### config.mk
export PLATFORM = sky130hd
export DESIGN_NAME = uart_txq
export DESIGN_NICKNAME = d
export VERILOG_FILES = /design/src/rtl/uart_txq_pkg.sv /design/src/rtl/uart_txq_ram.sv /design/src/rtl/uart_txq_ctrl.sv /design/src/rtl/uart_txq_irq.sv /design/src/rtl/uart_txq.sv
export SDC_FILE = /design/constraint.sdc
export NUM_CORES = 1
export LEC_CHECK = 0
export BUFFER_PORTS_ARGS = -buffer_cell sky130_fd_sc_hd__buf_4
export CAP_MARGIN = 20
export CORE_MARGIN = 2
export CORE_UTILIZATION = 44
export DETAILED_ROUTE_END_ITERATION = 10
export PLACE_DENSITY = 0.71
export SYNTH_ARGS = -nofsm -noshare
export SYNTH_HDL_FRONTEND = slang
export SYNTH_SLANG_ARGS = --single-unit
### constraint.sdc
create_clock -name clk -period 3.95 [get_ports clk]
set_input_delay 0.79 -clock clk [delete_from_list [all_inputs] [get_ports clk]]
set_output_delay 0.79 -clock clk [all_outputs]
set_load 0.02 [all_outputs]
### src/rtl/uart_txq_pkg.sv
package uart_txq_pkg;

  function automatic int unsigned trig_level(input logic [1:0] sel, input int unsigned depth);
    case (sel)
      2'b00:   trig_level = depth / 8;
      2'b01:   trig_level = depth / 4;
      2'b10:   trig_level = depth / 2;
      default: trig_level = depth - depth / 8;
    endcase
  endfunction

endpackage

### src/rtl/uart_txq_ram.sv
module uart_txq_ram #(
  parameter int DW = 8,
  parameter int DEPTH = 64,
  localparam int AW = $clog2(DEPTH)
) (
  input  logic          clk,
  input  logic          we,
  input  logic [AW-1:0] waddr,
  input  logic [DW-1:0] wdata,
  input  logic          re,
  input  logic [AW-1:0] raddr,
  output logic [DW-1:0] rdata
);
  logic [DW-1:0] mem [DEPTH];

  always_ff @(posedge clk) begin
    if (we) mem[waddr] <= wdata;
  end

  always_ff @(posedge clk) begin
    if (re) rdata <= mem[raddr];
  end
endmodule

### src/rtl/uart_txq_ctrl.sv
module uart_txq_ctrl #(
  parameter int DW = 8,
  parameter int DEPTH = 64,
  localparam int AW = $clog2(DEPTH),
  localparam int CW = $clog2(DEPTH + 1)
) (
  input  logic          clk,
  input  logic          rst,
  input  logic          fifo_en,
  input  logic          wr_en,
  input  logic [DW-1:0] wr_data,
  input  logic          stall,
  input  logic          ser_done,
  output logic          ser_load,
  output logic [DW-1:0] ser_data,
  output logic [CW-1:0] level,
  output logic          busy,
  output logic          wr_acc
);
  logic [AW-1:0] wr_ptr, rd_ptr;
  logic          mode_q;
  logic          flush, push, pop;
  logic [CW-1:0] cap;

  assign flush  = (fifo_en != mode_q);
  assign cap    = fifo_en ? CW'(DEPTH) : CW'(1);
  assign push   = wr_en && (level < cap) && !flush;
  assign pop    = (level != '0) && !busy && !stall && !flush;
  assign wr_acc = push;

  always_ff @(posedge clk) begin
    if (rst) begin
      wr_ptr   <= '0;
      rd_ptr   <= '0;
      level    <= '0;
      busy     <= 1'b0;
      ser_load <= 1'b0;
      mode_q   <= fifo_en;
    end else begin
      mode_q   <= fifo_en;
      ser_load <= pop;
      if (flush) begin
        wr_ptr <= '0;
        rd_ptr <= '0;
        level  <= '0;
      end else begin
        if (push) wr_ptr <= wr_ptr + 1'b1;
        if (pop)  rd_ptr <= rd_ptr + 1'b1;
        level <= level + CW'(push) - CW'(pop);
      end
      if (pop)           busy <= 1'b1;
      else if (ser_done) busy <= 1'b0;
    end
  end

  uart_txq_ram #(.DW(DW), .DEPTH(DEPTH)) u_ram (
    .clk   (clk),
    .we    (push),
    .waddr (wr_ptr),
    .wdata (wr_data),
    .re    (pop),
    .raddr (rd_ptr),
    .rdata (ser_data)
  );

  assert_no_overflow_R8: assert property (@(posedge clk) disable iff (rst)
    level <= CW'(DEPTH));

  assert_full_drop_R8: assert property (@(posedge clk) disable iff (rst)
    (wr_en && level == CW'(DEPTH) && busy && !ser_done && fifo_en && !flush) |=> level == $past(level));

  assert_stall_hold_R10: assert property (@(posedge clk) disable iff (rst)
    stall |=> !ser_load);

  assert_one_inflight_R1: assert property (@(posedge clk) disable iff (rst)
    ser_load |=> !ser_load);

  assert_single_R9: assert property (@(posedge clk) disable iff (rst)
    (!fifo_en && !mode_q) |=> level <= CW'(1));
endmodule

### src/rtl/uart_txq_irq.sv
module uart_txq_irq #(
  parameter int DEPTH = 64,
  localparam int CW = $clog2(DEPTH + 1)
) (
  input  logic          clk,
  input  logic          rst,
  input  logic          fifo_en,
  input  logic [1:0]    trig_sel,
  input  logic [CW-1:0] level,
  input  logic          wr_acc,
  input  logic          isr_rd,
  output logic          pending
);
  import uart_txq_pkg::*;

  logic [CW-1:0] thresh;
  logic below, above_q, nonempty_q, cross_evt, empty_evt;

  assign thresh    = CW'(trig_level(trig_sel, DEPTH));
  assign below     = fifo_en ? (level < thresh) : (level == '0);
  assign cross_evt = above_q && below;
  assign empty_evt = nonempty_q && (level == '0);

  always_ff @(posedge clk) begin
    if (rst) begin
      above_q    <= 1'b0;
      nonempty_q <= 1'b0;
      pending    <= 1'b0;
    end else begin
      above_q    <= !below;
      nonempty_q <= (level != '0);
      if (cross_evt || empty_evt)  pending <= 1'b1;
      else if (wr_acc || isr_rd)   pending <= 1'b0;
    end
  end

  assert_clear_R7: assert property (@(posedge clk) disable iff (rst)
    ((wr_acc || isr_rd) && $stable(level)) |=> !pending);
endmodule

### src/rtl/uart_txq.sv
module uart_txq #(
  parameter int DW = 8,
  parameter int DEPTH = 64,
  localparam int CW = $clog2(DEPTH + 1)
) (
  input  logic          clk,
  input  logic          rst,
  input  logic          fifo_en,
  input  logic          wr_en,
  input  logic [DW-1:0] wr_data,
  input  logic [1:0]    trig_sel,
  input  logic          irq_en,
  input  logic          isr_rd,
  input  logic          stall,
  input  logic          ser_done,
  output logic          ser_load,
  output logic [DW-1:0] ser_data,
  output logic          thr_empty,
  output logic          tx_empty,
  output logic          irq
);
  logic [CW-1:0] level;
  logic          busy, wr_acc, pending;

  uart_txq_ctrl #(.DW(DW), .DEPTH(DEPTH)) u_ctrl (
    .clk      (clk),
    .rst      (rst),
    .fifo_en  (fifo_en),
    .wr_en    (wr_en),
    .wr_data  (wr_data),
    .stall    (stall),
    .ser_done (ser_done),
    .ser_load (ser_load),
    .ser_data (ser_data),
    .level    (level),
    .busy     (busy),
    .wr_acc   (wr_acc)
  );

  uart_txq_irq #(.DEPTH(DEPTH)) u_irq (
    .clk      (clk),
    .rst      (rst),
    .fifo_en  (fifo_en),
    .trig_sel (trig_sel),
    .level    (level),
    .wr_acc   (wr_acc),
    .isr_rd   (isr_rd),
    .pending  (pending)
  );

  assign thr_empty = (level == '0);
  assign tx_empty  = thr_empty && !busy;
  assign irq       = pending && irq_en;

  assert_empty_event_R3: assert property (@(posedge clk) disable iff (rst)
    $rose(thr_empty) |=> pending);

  assert_shift_busy_R5: assert property (@(posedge clk) disable iff (rst)
    ser_load |-> !tx_empty);

  assert_mask_R4: assert property (@(posedge clk) disable iff (rst)
    (pending && !wr_acc && !isr_rd) |=> pending);
endmodule

# --- Word level (Yosys, flattened, before mapping) ---
# Memory sizes are Yosys's and may differ from the RTL's. A register that Yosys moved wholly into a read port is not among the register bits.
# Cells that the tools add are included.
word_totals:
  register_bits: 25
  ram_bits: 512
  in_bits: 18
  n_memories: 1
  wordCells: 49
  output_inout_bits: 12
memory_table:
  columns: ["name", "words", "word_bits", "rd", "rd_clocked_by_memory_dff", "write_ports", "line_no", "text"]
  rows:
  - ["u_ctrl.u_ram.mem", 64, 8, 1, 1, 1, "uart_txq_ram.sv:14", "logic [DW-1:0] mem [DEPTH];"]
op_classes:
  n_eq_ne: 3
  n_mux: 9
  add_sub_neg: 4
  n_reduce_logical: 21
  order_cmp: 2
ops:
  columns: ["cell", "n"]
  rows:
  - ["one-hot mux 6 bit (3 select lines)", 1]
  - ["adder 6 x 1 -> 6 bit (second input constant)", 2]
  - ["logical AND 1 bit", 9]
  - ["adder 7 x 1 -> 7 bit", 1]
  - ["zero test 7 bit", 1]
  - ["less-than comparator 7 x 6 -> 1 bit", 1]
  - ["less-than comparator 7 bit", 1]
  - ["2-to-1 mux 1 bit", 7]
  - ["2-to-1 mux 7 bit", 1]
  - ["nonzero test 7 bit", 1]
  - ["subtractor 7 x 1 -> 7 bit", 1]
  - ["zero test 1 bit", 4]
  - ["nonzero test 2 bit", 2]
  - ["== test 2 x 1 -> 1 bit (second input constant)", 1]
  - ["== test 2 bit (second input constant)", 1]
  - ["zero test 2 bit", 1]
  - ["logical OR 1 bit", 2]
  - ["OR reduction 2 bit", 1]
  - ["inequality test 1 bit", 1]

# --- Logic depth before layout (Yosys ltp) ---
depth:
  ltp_word: 7
  ltp_mapped: 15
  ltp_nobuf: 14

# --- By module ---
# Synthesis repeated with hierarchy kept, for this count alone.
unflattened:
  cells_unflattened: 1112
  hier_area_um2: 21789.6
modules_own_cells:
  columns: ["module", "seq_area_each_um2", "cells_each", "instances", "area_per_inst_um2"]
  rows:
  - ["uart_txq_ram", 15615.0, 940, 1, 20246.9]
  - ["uart_txq_ctrl", 440.4, 138, 1, 1236.2]
  - ["uart_txq_irq", 60.1, 29, 1, 265.3]
  - ["uart_txq", 0.0, 5, 1, 41.3]

# --- Least setup slack after synthesis ---
# OpenSTA, ideal clock, no wires.
synth_path:
  path_type: "input to register"
  startpoint: "input port fifo_en"
  endpoint: "register u_ctrl.level[6]"
  setup_time_ps: 71
  t_arrival_ps: 3720
  path_stages: 13
  path_slack_ps: 159
  n_path_buf: 0
  required_time_ps: 3879
  cell_sequence: "xor2_1 or3_1 nor2_1 ha_1 inv_1 ha_1 fa_1 nor2b_1 o21a_1 o21bai_1 a21oi_1 or3_1 a21oi_1"
synth_between:
  word_cells_on_any_way: 10
  classes_between: "2 x add/sub; 1 x order compare; 1 x eq/ne; 1 x mux; 5 x reduce/logical"
synth_rtl:
  columns: ["element", "line_no", "text"]
  rows:
  - ["start, declared", "uart_txq.sv:8", "input logic fifo_en,"]
  - ["inequality test 1 bit", "uart_txq_ctrl.sv:25", "assign flush = (fifo_en != mode_q);"]
  - ["zero test 1 bit", "uart_txq_ctrl.sv:28", "assign pop = (level != '0) && !busy && !stall && !flush;"]
  - ["logical AND 1 bit", "uart_txq_ctrl.sv:28", null]
  - ["net u_ctrl.pop", "uart_txq_ctrl.sv:22", "logic flush, push, pop;"]
  - ["subtractor 7 x 1 -> 7 bit", "uart_txq_ctrl.sv:49", "level <= level + CW'(push) - CW'(pop);"]
  - ["end signal, assigned", "uart_txq_ctrl.sv:49", null]
  - ["end, declared", "uart_txq_ctrl.sv:16", "output logic [CW-1:0] level,"]
# The timed path passes the listed nets, and every way through them passes these cells.
# A chain may end at the register's enable or synchronous reset.

==> results.sh <==
export IMPL_drtIter0Drc=1128
export IMPL_finalHoldViolations=0
export IMPL_die_w_um=225.2
export IMPL_syn_inst=1120
export IMPL_viasPerCell=5.757
export IMPL_cts_tree="built"
export IMPL_clk_latency_ns=0.58
export IMPL_rsz0062_at_grt="false"
export IMPL_area_growth_pct=13.81
export IMPL_antenna_found_initial=0
export IMPL_synthesis_yosys_warnings=0
export IMPL_grt_pass1_wl_um=69120
export IMPL_critPathCaptureType="flip-flop"
export IMPL_gp_congestion=0.8714
export IMPL_cts_root_buf="clkbuf_16"
export IMPL_synth_area_per_cell_um2=19.22
export IMPL_nNetsFinal=1268
export IMPL_path_buf_inv=2
export IMPL_synth_top_area_share_pct=72.55
export IMPL_ys_seq_elements=545
export IMPL_cts_resized=0
export IMPL_synth_edf_count=520
export IMPL_arrival_ns=3.49
export IMPL_hold_class="input pin to flip-flop"
export IMPL_slowest_stage="dfxtp_4"
export IMPL_diodes=0
export IMPL_ys_flop_type="edfxtp_1"
export IMPL_critPathMaxFanout=39
export IMPL_drt_wl_total_um=46030
export IMPL_ys_seq_area_share_pct=74.87
export IMPL_fillers=3889
export IMPL_drv_cap=0
export IMPL_vias=10903
export IMPL_syn_num_nets=1158
export IMPL_clk_path_buf_depth=3
export IMPL_std_cell_rows=81
export IMPL_post_place_ws_ns=0.4988
export IMPL_post_route_util_pct=50.36
export IMPL_drt_antenna_violating_nets=0
export IMPL_ys_top_cells_by_area="edfxtp_1 (73%), mux4_2 (10%), mux2i_1 (3.6%), dfxtp_1 (2.3%), nor2_1 (1.6%)"
export IMPL_fmax_mhz=316.8
export IMPL_met2_usage_pct=29.37
export IMPL_critPathRequiredTime_ns=4.29
export IMPL_crit_family="compound AO/OA/AOI/OAI gates"
export IMPL_drive_above_1_share_pct=23.74
export IMPL_p_per_area_nw_per_um2=500.0
export IMPL_clk_pin_slew_ns=0.06
export IMPL_vdd_ir_drop_max_uv=421.9
export IMPL_dr_pass1_iters=5
export IMPL_crit_chain="buf_4 > buf_4 > mux2i_1 > o22ai_1 > a211oi_1 > o21ai_0 > and3_1"
export IMPL_postSynth_asyncResetShare_pct=0
export IMPL_synth_top_cell_by_area="edfxtp_1"
export IMPL_p_leak_uw=0.007551
export IMPL_grt_met1_usage_pct=26.47
export IMPL_die_h_um=225.2
export IMPL_dp_hpwl_um=27660
export IMPL_htreeDepth=2
export IMPL_numCtsBuffers=52
export IMPL_cts_sinks=545
export IMPL_final_cell_mix="edfxtp_1 (520), buf_4 (116), mux4_2 (96)"
export IMPL_status="finished, final reports clean"
export IMPL_crit_top_cell="buf_4"
export IMPL_coreArea_um2=48650
export IMPL_grtUsageTotal_pct=18.37
export IMPL_tightestPinTransition_ns=0.9552
export IMPL_setup_viol=0
export IMPL_first_global_vias=10848
export IMPL_grt_max_degree=65
export IMPL_finalWorstSetupSlack_ns=0.7932
export IMPL_skew_ns=0.01419
export IMPL_setup_tns_ns=0
export IMPL_grt_busiest_layer="met2"
export IMPL_drcViolationCount=0
export IMPL_grt_overflow=0
export IMPL_cpPeakStageDelay_ns=0.86
export IMPL_cp_start_kind="flip-flop"
export IMPL_crit_type="flip-flop to flip-flop"
export IMPL_slew_headroom_pct=36.32
export IMPL_avgRoutedWirePerCell_um=24.30
export IMPL_cts_setup_buffers=0
export IMPL_drv_slew=0
export IMPL_period_minus_slack_ns=3.157
export IMPL_port_buffers=29
export IMPL_ctsHoldBuffers=0
export IMPL_pin_count=30
export IMPL_ys_types=50
export IMPL_met3_usage_pct=3.142
export IMPL_mostFrequentLayoutCell="edfxtp_1"
export IMPL_die_area_um2=50700
export IMPL_initial_core_util_pct=44.25
export IMPL_timing_final_crit_share_pct=79.92
export IMPL_synth_area_um2=21520
## routing by layer
layer | wire [um] | vias up | part of all wire, %
met5 | 0 | - | 0
li1 | - | 4757 | -
met4 | 897 | 0 | 1.9
met1 | 19630 | 5665 | 43
met2 | 22010 | 413 | 48
met3 | 3486 | 68 | 7.6
## state kept, by name, indices dropped and copies added (netlist names)
name	cells
u_ctrl.wr_ptr	6
u_irq.nonempty_q	1
u_ctrl.busy	1
u_ctrl.mode_q	1
u_ctrl.u_ram.rdata	8
u_irq.above_q	1
u_ctrl.u_ram.mem	512
u_ctrl.rd_ptr	6
u_irq.pending	1
u_ctrl.level	7
u_ctrl.ser_load	1
## logic make-up (layout without fill, tap and decap cells)
group	after synthesis	after routing	share of synthesized area (%)
AO/OA/AOI/OAI	118	118	3.808
multiplexers	182	182	14.10
XOR/XNOR	13	13	0.5290
flip-flops	545	545	74.87
AND/OR/NAND/NOR	163	163	3.610
adder cells (fa/ha/maj)	20	20	1.197
buffers and inverters	79	231	1.889
## where the power goes
| part | internal, uW | switching [uW] | leakage, uW | total [uW] |
|---|---|---|---|---|
| logic | 456 | 574 | 0.00188 | 1030 |
| clock network | 2710 | 2030 | 0.000794 | 4740 |
| registers | 6400 | 76.4 | 0.00488 | 6480 |
| total | 9570 | 2680 | 0.00755 | 12200 |
## worst register-to-register path: stages, from the launching register on
cell	delay, ns
dfxtp_4	0.86
buf_4	0.39
buf_4	0.34
mux2i_1	0.24
o22ai_1	0.14
a211oi_1	0.63
o21ai_0	0.14
and3_1	0.19
## per-stage QoR
step | power, uW | hold WS, ns | cell area [um2] | std cells
after floorplan | 7286 | 0.4429 | 21520 | 1120
after global placement | 7618 | 0.4651 | 22880 | 1798
after global routing | 12660 | 0.3429 | 24500 | 1894
after detailed placement | 7636 | 0.4893 | 22880 | 1798
final | 12250 | 0.3558 | 24500 | 1894
after CTS | 12340 | 0.3317 | 24500 | 1894
## layout make-up
| cell class | instances | area (um2) | area share, % |
|---|---|---|---|
| well taps | 622 | 778.2 | 3.177 |
| flip-flops and latches | 545 | 16120 | 65.82 |
| multi-input cells | 496 | 5005 | 20.43 |
| clock buffers | 70 | 1420 | 5.797 |
| clock inverters | 26 | 196.4 | 0.8019 |
| repair buffers | 118 | 910.9 | 3.718 |
| inverters | 17 | 63.81 | 0.2605 |
## cells in the mapped netlist, types with 9 or more instances
master and number:
inv_1 17, a211oi_1 22, mux2i_1 77, edfxtp_1 520
o21ai_0 12, buf_4 11, mux4_2 96, mux2_2 9
clkbuf_1 21, nor2_1 91, o211ai_1 9, xor2_1 9
nand2_1 11, a22oi_1 11, o22ai_1 23, buf_2 19
ha_1 19, nand2b_1 11, a21oi_1 15, dfxtp_1 25
## worst paths after layout
kind / startpoint / end / slack [ns] / cells past startpoint
setup / recovery: u_ctrl.rd_ptr[0] / u_ctrl.u_ram.rdata[3] / 0.79 / 7
hold / removal: fifo_en / u_ctrl.mode_q / 0.36 / 1
setup reg to reg: u_ctrl.rd_ptr[0] / u_ctrl.u_ram.rdata[3] / 0.79 / 7
hold reg to reg: u_irq.nonempty_q / u_irq.pending / 0.48 / 2
(Power assumes the default switching activity.)
